<file path="config.mk">
export PLATFORM = sky130hd
export DESIGN_NAME = uart_idle_rx
export DESIGN_NICKNAME = d
export VERILOG_FILES = /design/src/rtl/uart_idle_rx.sv
export SDC_FILE = /design/constraint.sdc
export NUM_CORES = 1
export LEC_CHECK = 0
export CELL_PAD_IN_SITES_DETAIL_PLACEMENT = 0
export CELL_PAD_IN_SITES_GLOBAL_PLACEMENT = 1
export CORE_ASPECT_RATIO = 1.75
export CORE_UTILIZATION = 54
export CTS_CLUSTER_DIAMETER = 30
export DETAILED_ROUTE_END_ITERATION = 7
export DONT_BUFFER_PORTS = 1
export PLACE_DENSITY = 0.88
export SYNTH_ARGS = -nofsm -noshare
export SYNTH_HDL_FRONTEND = slang
export SYNTH_SLANG_ARGS = --single-unit
export TNS_END_PERCENT = 20
</file>
<file path="constraint.sdc">
create_clock -name clk -period 8.15 [get_ports clk]
set_input_delay 0.815 -clock clk [delete_from_list [all_inputs] [get_ports clk]]
set_output_delay 0.815 -clock clk [all_outputs]
set_load 0.02 [all_outputs]
</file>
<file path="src/rtl/uart_idle_rx.sv">
module uart_idle_rx #(
  parameter int CLK_DIV   = 4,
  parameter int OVS       = 16,
  parameter int IDLE_BITS = 10,
  parameter int DATA_BITS = 8
) (
  input  logic                 clk,
  input  logic                 rst_n,
  input  logic                 rxd,
  output logic [DATA_BITS-1:0] rx_byte,
  output logic                 rx_valid,
  output logic                 rx_ferr
);
  localparam int IDLE_TICKS = IDLE_BITS * OVS;
  localparam int DW = $clog2(CLK_DIV > 1 ? CLK_DIV : 2);
  localparam int IW = $clog2(IDLE_TICKS + 1);
  localparam int TW = $clog2(OVS);
  localparam int BW = $clog2(DATA_BITS + 2);
  localparam logic [DW-1:0] DIV_LAST  = DW'(CLK_DIV - 1);
  localparam logic [IW-1:0] IDLE_LAST = IW'(IDLE_TICKS - 1);
  localparam logic [TW-1:0] T_LAST    = TW'(OVS - 1);
  localparam logic [TW-1:0] V_LO      = TW'(OVS / 2 - 2);
  localparam logic [TW-1:0] V_HI      = TW'(OVS / 2 + 2);
  localparam logic [BW-1:0] B_LASTD   = BW'(DATA_BITS);

  typedef enum logic [1:0] {S_QUAL, S_ARMED, S_RECV} st_t;

  logic [1:0]           sync_q;
  logic [DW-1:0]        div_q;
  logic [IW-1:0]        idle_q;
  logic [TW-1:0]        tcnt;
  logic [BW-1:0]        bidx;
  logic [2:0]           ones;
  logic [DATA_BITS-1:0] shreg;
  st_t                  st;

  logic rx_s, tick, start_hit, in_win, decide, vote;
  logic [TW-1:0] pos;
  logic [2:0]    ones_nx;

  assign rx_s      = sync_q[1];
  assign tick      = (div_q == DIV_LAST);
  assign start_hit = tick && (st == S_ARMED) && !rx_s;
  assign pos       = (tcnt == T_LAST) ? '0 : tcnt + 1'b1;
  assign in_win    = (pos >= V_LO) && (pos <= V_HI);
  assign ones_nx   = ones + 3'(in_win && rx_s);
  assign decide    = (pos == V_HI);
  assign vote      = (ones_nx >= 3'd3);

  always_ff @(posedge clk or negedge rst_n) begin
    if (!rst_n) begin
      sync_q <= 2'b11;
      div_q  <= '0;
    end else begin
      sync_q <= {sync_q[0], rxd};
      div_q  <= tick ? '0 : div_q + 1'b1;
    end
  end

  always_ff @(posedge clk or negedge rst_n) begin
    if (!rst_n) begin
      st       <= S_QUAL;
      idle_q   <= '0;
      tcnt     <= '0;
      bidx     <= '0;
      ones     <= '0;
      shreg    <= '0;
      rx_byte  <= '0;
      rx_valid <= 1'b0;
      rx_ferr  <= 1'b0;
    end else begin
      rx_valid <= 1'b0;
      if (tick) begin
        case (st)
          S_QUAL: begin
            if (!rx_s) idle_q <= '0;
            else if (idle_q == IDLE_LAST) begin
              st     <= S_ARMED;
              idle_q <= '0;
            end else idle_q <= idle_q + 1'b1;
          end
          S_ARMED: begin
            if (start_hit) begin
              st   <= S_RECV;
              tcnt <= '0;
              bidx <= '0;
              ones <= '0;
            end
          end
          default: begin
            tcnt <= pos;
            ones <= decide ? 3'd0 : ones_nx;
            if (decide) begin
              if (bidx == '0) begin
                if (vote) st <= S_ARMED;
                else bidx <= bidx + 1'b1;
              end else if (bidx <= B_LASTD) begin
                shreg <= {vote, shreg[DATA_BITS-1:1]};
                bidx  <= bidx + 1'b1;
              end else begin
                rx_byte  <= shreg;
                rx_valid <= 1'b1;
                rx_ferr  <= !vote;
                st       <= vote ? S_ARMED : S_QUAL;
                idle_q   <= '0;
              end
            end
          end
        endcase
      end
    end
  end
endmodule

</file>
Yosys cells after proc, flatten, opt, wreduce, memory -nomap -nowiden. Index checks and enable logic that the tools add are counted.

Bits in registers: 43. Input bits: 3. Logic and storage cells: 89.

$add $sub $neg: 5. Order comparisons: 4. Equality and inequality tests: 13. Multiplexer cells: 32. Bitwise logic cells: 5. Reduce and logical (&&, ||, !) cells: 19.

Operators with widths (count): two-way mux 8 bit (5); two-way mux 4 bit (6); two-way mux 2 bit (8); case mux 4 bit (2 select lines) (2); case mux 8 bit (2 select lines) (1); AND reduction 5 bit (3); adder 4 x 1 -> 4 bit (second input constant) (2); adder 8 x 1 -> 8 bit (second input constant) (1); equality test 4 bit (second input constant) (2); equality test 8 bit (second input constant) (1); less-or-equal comparator 4 bit (second input constant) (2); inequality test 4 x 3 -> 1 bit (second input constant) (2); AND reduction 7 bit (1); two-way mux 1 bit (6); two-way mux 3 bit (2); inequality test 2 bit (second input constant) (3); case mux 3 bit (2 select lines) (1); AND reduction 6 bit (1); nonzero test 3 bit (2); NOT 1 bit (5); >= comparator 4 x 3 -> 1 bit (second input constant) (1); logical AND 1 bit (4); zero test 4 bit (1); inequality test 2 x 1 -> 1 bit (second input constant) (2); other kinds (12) (14).

Logic depth before layout (Yosys ltp). Gate-level depths: netlist (run 1).

Depth in word-level cells: 12. Mapped depth: 14.

Worst setup path after synthesis (run 1). No wires, ideal clock.

Path kind: register to register. From: register tcnt[0]. To: register bidx[2]. Arrival: 2457 ps. Data required time: 8028 ps. Slack: 5570 ps. Cell stages (with the launch flop): 13. Buffers on the path: 1. Period minus slack after synthesis: 2580 ps. Cells stage by stage: dfrtp_1 -> ha_1 -> buf_4 -> nor3b_4 -> o21ai_0 -> a31oi_1 -> ha_1 -> ha_1 -> and2_1 -> o21ba_2 -> nor3_4 -> nand2_1 -> mux2i_1.

Word-level cells in the longest chain between the ends: 9.

RTL lines: from (decl) (RTL line 31) `logic [TW-1:0] tcnt;`; from (signal assigned) (RTL line 91) `tcnt <= pos;`; adder 4 x 1 -> 4 bit / equality test 4 bit (equally long branches) (RTL line 44) `assign pos = (tcnt == T_LAST) ? '0 : tcnt + 1'b1;`; two-way mux 4 bit * (RTL line 44); >= comparator 4 x 3 -> 1 bit / less-or-equal comparator 4 bit (equally long branches) (RTL line 45) `assign in_win = (pos >= V_LO) && (pos <= V_HI);`; logical AND 1 bit (RTL line 45); logical AND 1 bit (RTL line 46) `assign ones_nx = ones + 3'(in_win && rx_s);`; adder 3 x 1 -> 3 bit (RTL line 46); >= comparator 3 x 2 -> 1 bit (RTL line 48) `assign vote = (ones_nx >= 3'd3);`; inequality test 3 bit (no source line); AND reduction 6 bit (no source line) *; to (signal assigned) (RTL line 96) `else bidx <= bidx + 1'b1;`; to (signal assigned) (RTL line 99) `bidx <= bidx + 1'b1;`; to (decl) (RTL line 32) `logic [BW-1:0] bidx;`.

Mark *: on every way between the ends. The rest lies on a longest branch, timed or not. A chain may end at the register's enable or synchronous reset.

Final worst setup path (run 1).
From: register tcnt[0]. To: register st[0].

Word-level cells in the longest chain between the ends: 12.

RTL lines: adder 4 x 1 -> 4 bit / equality test 4 bit (equally long branches) (RTL line 44); two-way mux 4 bit * (RTL line 44); >= comparator 4 x 3 -> 1 bit / less-or-equal comparator 4 bit (equally long branches) (RTL line 45); logical AND 1 bit (RTL line 45); logical AND 1 bit (RTL line 46); adder 3 x 1 -> 3 bit (RTL line 46); >= comparator 3 x 2 -> 1 bit (RTL line 48); two-way mux 1 bit (RTL line 104) `st <= vote ? S_ARMED : S_QUAL;`; two-way mux 2 bit (RTL line 97) `end else if (bidx <= B_LASTD) begin`; two-way mux 2 bit (RTL line 94) `if (bidx == '0) begin`; two-way mux 2 bit (RTL line 93) `if (decide) begin`; case mux 2 bit (2 select lines) (RTL line 74) `case (st)`; to (signal assigned) (RTL line 104); to (decl) (RTL line 35) `st_t st;`.

Mark *: on every way between the ends. The rest lies on a longest branch, timed or not. The select of a mux whose other input is x is not followed.

==> results.md, run 1 <==
* Setup Skew at 0.01036 ns
* Area Overhead vs Synth at 5.803%
* Clk root buf: clkbuf_8
* Ant diodes at 0
* Initial antenna violation count at 0
* Final WS setup at 5.270 ns
* Port Buffers at 0
* Detail Route Antenna Nets at 0
* Number of synthesis warnings at 0
* Switch Pwr at 0.08411 mW
* Initial DRC Count at 25
* Seq/Total Area, Yosys at 0.5053
* Yosys top cell area share at 0.4807
* Fin crit share at 0.3534
* Top cells by area, synth: dfrtp_1 (48%), mux2_2 (8.4%), ha_1 (4.7%), o21ai_0 (4.5%), nand2_1 (3.9%)
* Setup crit start kind: flip-flop
* Predominant post-synthesis flop cell: dfrtp_1
* Final hold slack at 0.1933 ns
* Fill count at 324
* Fin nets at 203
* Detailed-route wire length at 3775 um
* Slew headroom at 0.6267
* Max-cap violations at 0
* H-tree depth at 2
* #FFs+latches synth at 43
* Final Wtd Congestion at 0.8279
* Status: complete, no violations
* Setup CP Type: reg -> reg
* Tmin final at 2.880 ns
* Design Area, Final at 2258 um2
* Synth Instances at 189
* Vias post-DR at 1401
* Vias per inst at 5.862
* Post-CTS Resized at 0
* Sw frac at 0.2311
* Max VDD drop at 179.2 uV
* Yosys cell types at 49
* GRT Overall Usage at 0.2082
* Clk pwr share at 0.395
* Clk sink count at 43
* IO Count at 13
* Syn_area_per_cell at 11.29 um2
* Core Rows at 29
* Via count of the first global-routing pass at 1491
* Wirelength per Cell at 15.79 um
* Crit Path Max Fanout at 9
* Async SR Flop Fraction at 1.000
* Setup Viol. Count Final at 0
* Int Pwr at 0.2798 mW
* GR Overflow Total at 0
* Unrepaired setup endpoints after global routing: false
* Area post-placement at 2163 um2
* Setup Fix Bufs, Post-CTS at 0
* Initial Util at 0.5767
* Post-Syn Nets at 200
* Height of the die at 85.17 um
* Sequential power share at 0.596
* Combinational share of power at 0.010
* First-pass GRT wire length at 6651 um
* Critical path data arrival time at 3.09 ns
* Final setup TNS at 0 ns
* First-pass iteration count of the detailed router at 4
* FMAX at 0.3472 GHz
* Core region area at 3701 um2
* Dpl ws at 5.297 ns
* Pwr Density at 161.1 nW/um2
* Mapped Area at 2135 um2
* Commonest non-fill, non-tap cell in the layout: dfrtp_1
* Req. time, crit path at 8.36 ns
* Actual slew at the worst max-slew pin at 0.5562 ns
* DRC violations left at 0
* Worst setup path start: tcnt[0]$_DFFE_PN0P_
* Clk buf depth at 2
* Max Slew Vio Count at 0
* Horiz. Die Dim at 49.53 um
* Lkg Pwr at 1.069 nW
* CTS tree: yes
* DPL Wire Length at 2832 um
* Cell taking the most area after synthesis: dfrtp_1
* Num CTS Buffers at 5
* R2r startpoint: tcnt[0]$_DFFE_PN0P_
* Largest net degree at the start of global routing at 44
* Share of layout cells above drive strength 1 at 0.2073
* Worst setup EP type: flip-flop
* Clock latency on the worst-skew pair at 0.31 ns
* Final Hold Viols at 0
* Min-delay worst type: in -> async
* Die area at 4218 um2
* Hold-fix buffers, CTS at 0
* Clk slew on worst S/H paths at 0.09 ns
* EDFF count, synth at 0
* Most frequent cells in the layout: dfrtp_1 (41), nand2_1 (22), o21ai_0 (19)
synth_stat cells, types with 2 or more instances:
cell	n
buf_2	2
mux2_2	16
a31oi_1	2
inv_1	8
dfrtp_1	41
nand4_1	2
and4b_1	2
nor3_1	2
mux2i_1	5
o31ai_1	3
o21ai_0	19
nand2b_1	3
nand2_1	22
nand3_1	5
and3_1	2
dfstp_2	2
ha_1	8
a21oi_1	5
nor2_4	2
a22o_1	2
a21o_1	2
nor2_1	7
stage by stage:
step                      power [mW]  utilization  instances
final                         0.3639       0.6102        239
after global routing          0.3749       0.6102        239
after detailed placement      0.2246       0.5845        231
after floorplan               0.2235            -        189
after CTS                     0.3667       0.6102        239
after global placement        0.2244       0.5845        231
flip-flops by register name, summed over array words and instances, names as in the netlist:
signal / flops
idle_q: 8
rx_byte: 8
shreg: 8
bidx: 4
tcnt: 4
ones: 3
div_q: 2
st: 2
sync_q: 2
rx_ferr: 1
rx_valid: 1
worst max-delay path, cell delays in order (launching register included):
cell and delay [ns]:
dfrtp_1 0.49, ha_1 0.41, a21o_1 0.12, nand2_1 0.04, a21oi_1 0.19, nand2_1 0.07, a31oi_1 0.18, ha_1 0.17
ha_1 0.20, xor2_1 0.20, o21ba_2 0.19, nor2_1 0.06, o21ai_0 0.21, mux2i_1 0.25
layout make-up:
cell class	instances	area (um2)	share of cell area
well taps	46	57.56	0.02548
clock inverters	3	26.28	0.01163
inverters	8	30.03	0.01330
clock buffers	5	68.82	0.03047
flip-flops and latches	43	1079	0.4776
multi-input cells	134	997.2	0.4416
final timing paths:
check	slack [ns]	cells after the start	end
max in group asynchronous	7.77	0	sync_q[0]$_DFF_PN1_
min in group clk	0.35	0	sync_q[1]$_DFF_PN1_
hold / removal	0.19	0	div_q[0]$_DFF_PN0_
setup / recovery	5.27	13	st[0]$_DFFE_PN0P_
hold reg to reg	0.35	0	sync_q[1]$_DFF_PN1_
setup reg to reg	5.27	13	st[0]$_DFFE_PN0P_
cell families after synthesis:
| group | after synthesis | share of synthesized area |
|---|---|---|
| xor gates and xnor gates | 1 | 0.004104 |
| muxes | 21 | 0.1079 |
| adders and majority gates | 8 | 0.04690 |
| and+or+nand+nor | 61 | 0.1735 |
| buffers and inverters | 12 | 0.02755 |
| DFF | 43 | 0.5053 |
| AOI/OAI and AO/OA | 43 | 0.1348 |
power by group through the flow:
stage	Combinational [mW]	Clock (mW)	Sequential (mW)
final	0.00350	0.144	0.217
after CTS	0.00355	0.146	0.217
after floorplan	0.00285	0	0.221
after global placement	0.00333	0	0.221
after global routing	0.00418	0.154	0.217
after detailed placement	0.00353	0	0.221
layer usage:
metal	wire, um	GRT usage	vias to the layer above
met1	1480	0.2238	684
met3	104	0.04301	11
li1	-	-	684
met4	116	0.09870	0
met2	2074	0.3771	22
met5	0	0	-
Note: power is estimated with default switching activity, not from simulation.
==> run 2, diff against run 1 <==
--- a/config.mk
+++ b/config.mk
@@ -8,11 +8,11 @@
 export CELL_PAD_IN_SITES_DETAIL_PLACEMENT = 0
 export CELL_PAD_IN_SITES_GLOBAL_PLACEMENT = 1
 export CORE_ASPECT_RATIO = 1.75
-export CORE_UTILIZATION = 54
+export CORE_UTILIZATION = 50
 export CTS_CLUSTER_DIAMETER = 30
 export DETAILED_ROUTE_END_ITERATION = 7
 export DONT_BUFFER_PORTS = 1
-export PLACE_DENSITY = 0.88
+export PLACE_DENSITY = 0.83
 export SYNTH_ARGS = -nofsm -noshare
 export SYNTH_HDL_FRONTEND = slang
 export SYNTH_SLANG_ARGS = --single-unit
==> constraint.sdc (replaced) <==
create_clock -name clk -period 2.95 [get_ports clk]
set_input_delay 0.295 -clock clk [delete_from_list [all_inputs] [get_ports clk]]
set_output_delay 0.295 -clock clk [all_outputs]
set_load 0.02 [all_outputs]
==> results.md, run 2 (synthesized netlist as in run 1, its figures left out) <==
* Status: complete, no violations (unchanged)
* Pwr Density at 436.6 nW/um2 (was 161.1 nW/um2)
* Sw frac at 0.2355 (was 0.2311)
* Initial antenna violation count at 0 (unchanged)
* Most frequent cells in the layout: dfrtp_1 (39), nand2_1 (22), o21ai_0 (19) (was dfrtp_1 (41), nand2_1 (22), o21ai_0 (19))
* First-pass GRT wire length at 6775 um (was 6651 um)
* Hold Path Cell Cnt at 0
* Detail Route Antenna Nets at 0 (unchanged)
* Max Slew Vio Count at 0 (unchanged)
* Share of layout cells above drive strength 1 at 0.2245 (was 0.2073)
* H-tree depth at 2 (unchanged)
* GR Overflow Total at 0 (unchanged)
* Min-delay worst type: reg -> reg (was in -> async)
* Critical path data arrival time at 2.95 ns (was 3.09 ns)
* Setup CP Type: reg -> reg (unchanged)
* Initial Util at 0.5192 (was 0.5767)
* Reg2Reg Capture Point: bidx[2]$_DFFE_PN0P_ (was st[0]$_DFFE_PN0P_)
* Max-cap violations at 0 (unchanged)
* Setup crit start kind: flip-flop (unchanged)
* First-pass iteration count of the detailed router at 4 (unchanged)
* Port Buffers at 0 (unchanged)
* Core Rows at 31 (was 29)
* DPL Wire Length at 2869 um (was 2832 um)
* FMAX at 0.3617 GHz (was 0.3472 GHz)
* Detailed-route wire length at 4007 um (was 3775 um)
* Total Power at 1.011 mW (was 0.3639 mW)
* Clk root buf: clkbuf_8 (unchanged)
* Via count of the first global-routing pass at 1462 (was 1491)
* Switch Pwr at 0.2380 mW (was 0.08411 mW)
* Final non-filler cell total at 245 (was 239)
* Gr busiest metal: met2 (unchanged)
* Area Overhead vs Synth at 8.441% (was 5.803%)
* Fin crit share at 0.9373 (was 0.3534)
* Actual slew at the worst max-slew pin at 0.5356 ns (was 0.5562 ns)
* Setup Viol. Count Final at 0 (unchanged)
* Int Pwr at 0.7727 mW (was 0.2798 mW)
* Final setup TNS at 0 ns (unchanged)
* CP most frequent cell: ha_1 (unchanged)
* Crit path max-delay family: adder cells (was compound AO/OA/AOI/OAI gates)
* Hold Crit Endpoint: sync_q[1]$_DFF_PN1_
* Ant diodes at 0 (unchanged)
* Clock latency on the worst-skew pair at 0.30 ns (was 0.31 ns)
* Hold path start: sync_q[0]$_DFF_PN1_
* IO Count at 13 (unchanged)
* Vias per inst at 5.890 (was 5.862)
* Setup Skew at 0.005478 ns (was 0.01036 ns)
* Final hold slack at 0.3591 ns (was 0.1933 ns)
* Initial DRC Count at 37 (was 25)
* Height of the die at 88.44 um (was 85.17 um)
* Final WS setup at 0.1851 ns (was 5.270 ns)
* Clk slew on worst S/H paths at 0.08 ns (was 0.09 ns)
* Crit-path max cell delay at 0.48 ns (was 0.49 ns)
* Combinational share of power at 0.026 (was 0.010)
* R2r setup slk at 0.19 ns (was 5.27 ns)
* Clk pwr share at 0.381 (was 0.395)
* Worst setup EP type: flip-flop (unchanged)
* Core region area at 4111 um2 (was 3701 um2)
* Sequential power share at 0.593 (was 0.596)
* Max stage delay cell, worst path: dfrtp_2 (was dfrtp_1)
* Wirelength per Cell at 16.36 um (was 15.79 um)
* Fin nets at 206 (was 203)
* Lkg Pwr at 1.072 nW (was 1.069 nW)
* Final Hold Viols at 0 (unchanged)
* Req. time, crit path at 3.13 ns (was 8.36 ns)
* Num CTS Buffers at 5 (unchanged)
* Met1 GRT Util at 0.2340 (was 0.2238)
* DRC violations left at 0 (unchanged)
* R2r startpoint: tcnt[0]$_DFFE_PN0P_ (unchanged)
* Slew headroom at 0.6420 (was 0.6267)
* Vias post-DR at 1443 (was 1401)
* Die area at 4545 um2 (was 4218 um2)
* Commonest non-fill, non-tap cell in the layout: dfrtp_1 (unchanged)
* Clk buf depth at 2 (unchanged)
* Largest net degree at the start of global routing at 44 (unchanged)
* Dpl ws at 0.09454 ns (was 5.297 ns)
* Fill count at 371 (was 324)
* Unrepaired setup endpoints after global routing: false (unchanged)
* CTS tree: yes (unchanged)
* Clk sink count at 43 (unchanged)
* CP cell instances: ha_1 > inv_1 > o22ai_1 > a21oi_1 > nand2_1 > a31oi_1 > ha_1 > ha_1 > and2_1 > o21ba_2 > nor3_4 > nand2_1 > mux2i_1 (was ha_1 > a21o_1 > nand2_1 > a21oi_1 > nand2_1 > a31oi_1 > ha_1 > ha_1 > xor2_1 > o21ba_2 > nor2_1 > o21ai_0 > mux2i_1)
* Max VDD drop at 398.4 uV (was 179.2 uV)
* Met2 Resource Use GR at 0.3648 (was 0.3771)
* Worst setup path start: tcnt[0]$_DFFE_PN0P_ (unchanged)
* Largest regs: idle_q: 8 flops, rx_byte: 8 flops, shreg: 8 flops (unchanged)
* Horiz. Die Dim at 51.39 um (was 49.53 um)
* Cells after DPL at 234 (was 231)
* Met3 usage at 0.04296 (was 0.04301)
* Crit Path Max Fanout at 9 (unchanged)
* Tmin final at 2.765 ns (was 2.880 ns)
* Setup Fix Bufs, Post-CTS at 0 (unchanged)
* Worst r2r path cells at 13 (unchanged)
* Final Wtd Congestion at 0.8653 (was 0.8279)
* GRT Overall Usage at 0.2036 (was 0.2082)
* CP bufs+invs at 1 (was 0)
[run 2: power groups by stage]
stage                     sequential, mW  clock (mW)  combinational [mW]
final                              0.599       0.385              0.0264
after global routing               0.600       0.416              0.0312
after CTS                          0.599       0.396              0.0275
after detailed placement           0.611           0              0.0100
after global placement             0.611           0             0.00950
after floorplan                    0.610           0             0.00789
[run 2: layer usage]
layer / up-vias / share of wire
met2: 15 / 0.55
met1: 730 / 0.41
met4: 0 / 0.015
met3: 7 / 0.021
li1: 691 / -
met5: - / 0
[run 2: worst max-delay path by stage]
| stage | end | slack, ns | depth (start not counted) |
|---|---|---|---|
| 2_1_floorplan | bidx[2]$_DFFE_PN0P_ | 0.37 | 12 |
| 3_3_place_gp | st[0]$_DFFE_PN0P_ | 0.22 | 11 |
| 3_5_place_dp | bidx[2]$_DFFE_PN0P_ | 0.09 | 13 |
| 4_1_cts | bidx[2]$_DFFE_PN0P_ | 0.08 | 13 |
| 5_1_grt | st[0]$_DFFE_PN0P_ | 0.01 | 13 |
| 6_report | bidx[2]$_DFFE_PN0P_ | 0.19 | 13 |
[run 2: timing repair]
action                                  in CTS  in global routing
gates resized for setup                      0                  4
endpoints found under the setup margin       0                  6
hold buffers                                 3                  0
endpoints found under the hold margin       44                  0
[run 2: per-stage QoR]
step | instance area (um2) | util
2_1_floorplan | 2135 | -
3_3_place_gp | 2167 | 0.5271
3_5_place_dp | 2167 | 0.5271
4_1_cts | 2300 | 0.5593
5_1_grt | 2315 | 0.5630
6_report | 2315 | 0.5630
[run 2: area by class of cell]
class	instances	area, um2	share of cell area
clock inverters	3	23.77	0.01027
inverters	8	30.03	0.01297
flip-flops and latches	43	1081	0.4670
well taps	49	61.31	0.02649
multi-input cells	134	1010	0.4362
clock buffers	5	68.82	0.02973
repair buffers	3	40.04	0.01730
==> run 3, diff against run 2 <==
==> constraint.sdc (replaced) <==
create_clock -name clk -period 3 [get_ports clk]
set_input_delay 0.3 -clock clk [delete_from_list [all_inputs] [get_ports clk]]
set_output_delay 0.3 -clock clk [all_outputs]
set_load 0.02 [all_outputs]
==> results.md, run 3 (synthesized netlist as in run 1, its figures left out) <==
* Status: complete, no violations (unchanged)
* H-tree depth at 2 (unchanged)
* Fin nets at 206 (unchanged)
* IO Count at 13 (unchanged)
* Final setup TNS at 0 ns (unchanged)
* Clock latency on the worst-skew pair at 0.30 ns (about the same)
* Vias per inst at 5.963 (was 5.890)
* Commonest non-fill, non-tap cell in the layout: dfrtp_1 (unchanged)
* Final hold slack at 0.3590 ns (was 0.3591 ns)
* Lkg Pwr at 1.075 nW (was 1.072 nW)
* CTS tree: yes (unchanged)
* Height of the die at 88.44 um (unchanged)
* Vias post-DR at 1461 (was 1443)
* DRC violations left at 0 (unchanged)
* Worst setup EP type: flip-flop (unchanged)
* Num CTS Buffers at 5 (unchanged)
* Share of layout cells above drive strength 1 at 0.2143 (was 0.2245)
* Setup Skew at 0.005695 ns (was 0.005478 ns)
* Max Slew Vio Count at 0 (unchanged)
* Fin crit share at 0.9328 (was 0.9373)
* First-pass iteration count of the detailed router at 5 (was 4)
* Max-cap violations at 0 (unchanged)
* Clk slew on worst S/H paths at 0.09 ns (was 0.08 ns)
* Clk root buf: clkbuf_8 (unchanged)
* Largest regs: idle_q: 8 flops, rx_byte: 8 flops, shreg: 8 flops (unchanged)
* Core Rows at 31 (unchanged)
* Crit Path Max Fanout at 9 (unchanged)
* GR Overflow Total at 0 (unchanged)
* Req. time, crit path at 3.18 ns (was 3.13 ns)
* Cells after DPL at 234 (unchanged)
* Core region area at 4111 um2 (unchanged)
* Total Power at 0.9939 mW (was 1.011 mW)
* Final Hold Viols at 0 (unchanged)
* Min-delay worst type: reg -> reg (unchanged)
* Setup Viol. Count Final at 0 (unchanged)
* Port Buffers at 0 (unchanged)
* Actual slew at the worst max-slew pin at 0.5371 ns (was 0.5356 ns)
* Horiz. Die Dim at 51.39 um (unchanged)
* Pwr Density at 429.8 nW/um2 (was 436.6 nW/um2)
* Via count of the first global-routing pass at 1462 (unchanged)
* Setup Fix Bufs, Post-CTS at 0 (unchanged)
* Die area at 4545 um2 (unchanged)
* Initial Util at 0.5192 (unchanged)
* Critical path data arrival time at 2.98 ns (was 2.95 ns)
* FMAX at 0.3574 GHz (was 0.3617 GHz)
* Most frequent cells in the layout: dfrtp_1 (41), nand2_1 (22), o21ai_0 (19) (was dfrtp_1 (39), nand2_1 (22), o21ai_0 (19))
* Setup CP Type: reg -> reg (unchanged)
* Detail Route Antenna Nets at 0 (unchanged)
* Final Util at 0.5624 (was 0.5630)
* Slew headroom at 0.6410 (was 0.6420)
* GRT Overall Usage at 0.2036 (unchanged)
* Ant diodes at 0 (unchanged)
* Final non-filler cell total at 245 (unchanged)
* Largest net degree at the start of global routing at 44 (unchanged)
* Setup crit start kind: flip-flop (unchanged)
* Clk buf depth at 2 (unchanged)
* First-pass GRT wire length at 6775 um (unchanged)
* Initial DRC Count at 33 (was 37)
* Tmin final at 2.798 ns (was 2.765 ns)
* Unrepaired setup endpoints after global routing: false (unchanged)
* Clk sink count at 43 (unchanged)
* Initial antenna violation count at 0 (unchanged)
* DPL Wire Length at 2869 um (unchanged)
* Detailed-route wire length at 3998 um (was 4007 um)
* Area Overhead vs Synth at 8.324% (was 8.441%)
* Max VDD drop at 391.1 uV (was 398.4 uV)
* Final Wtd Congestion at 0.8653 (unchanged)
* Wirelength per Cell at 16.32 um (was 16.36 um)
==> run 3: report_power, final <==
| group | internal, mW | switching, mW |
|---|---|---|
| registers | 0.585 | 0.00440 |
| logic | 0.00858 | 0.0174 |
| clock network | 0.166 | 0.212 |
==> run 3: repair_timing <==
item                       4_1_cts  5_1_grt
hold endpoints to repair        44        0
hold buffers                     3        0
setup endpoints to repair        0        5
resized for setup                0        2
==> run 3: layout make-up <==
type | count | area (um2)
repair buffers | 3 | 40.04
flip-flops and latches | 43 | 1079
fillers | 370 | 1799
clock buffers | 5 | 68.82
well taps | 49 | 61.31
inverters | 8 | 30.03
clock inverters | 3 | 23.77
multi-input cells | 134 | 1010
==> run 3: path summary, 6_finish.rpt <==
check                                     from                   to  slack [ns]  depth (start not counted)
max in group asynchronous                rst_n  sync_q[0]$_DFF_PN1_        2.27                          2
max                        tcnt[0]$_DFFE_PN0P_  bidx[2]$_DFFE_PN0P_        0.20                         13
min                        sync_q[0]$_DFF_PN1_  sync_q[1]$_DFF_PN1_        0.36                          0
min reg2reg                sync_q[0]$_DFF_PN1_  sync_q[1]$_DFF_PN1_        0.36                          0
max reg2reg                tcnt[0]$_DFFE_PN0P_  bidx[2]$_DFFE_PN0P_        0.20                         13
min in group asynchronous                rst_n  tcnt[3]$_DFFE_PN0P_        0.46                          2
==> run 3: routing by layer <==
metal  part of all wire  vias up  global-route usage
met5                  0        -                   0
met4              0.015        0             0.07371
met3              0.028        6             0.04296
met2               0.55       30              0.3648
met1               0.41      734              0.2340
li1                   -      691                   -
==> run 3: worst max-delay path, cell delays in order (launching register included) <==
cell and delay [ns]:
dfrtp_1 0.50, ha_1 0.39, inv_1 0.09, o22ai_1 0.06, a21oi_1 0.14, nand2_1 0.07
a31oi_1 0.18, ha_1 0.18, ha_1 0.23, and2_1 0.17, o21ba_2 0.24, nor3_4 0.20
nand2_1 0.10, mux2i_1 0.13
==> run 3: metrics by stage <==
| stage | setup WS [ns] | cell area [um2] |
|---|---|---|
| 2_1_floorplan | 0.4201 | 2135 |
| 3_3_place_gp | 0.2719 | 2167 |
| 3_5_place_dp | 0.1445 | 2167 |
| 4_1_cts | 0.1295 | 2300 |
| 5_1_grt | 0.009389 | 2312 |
| 6_report | 0.2017 | 2312 |
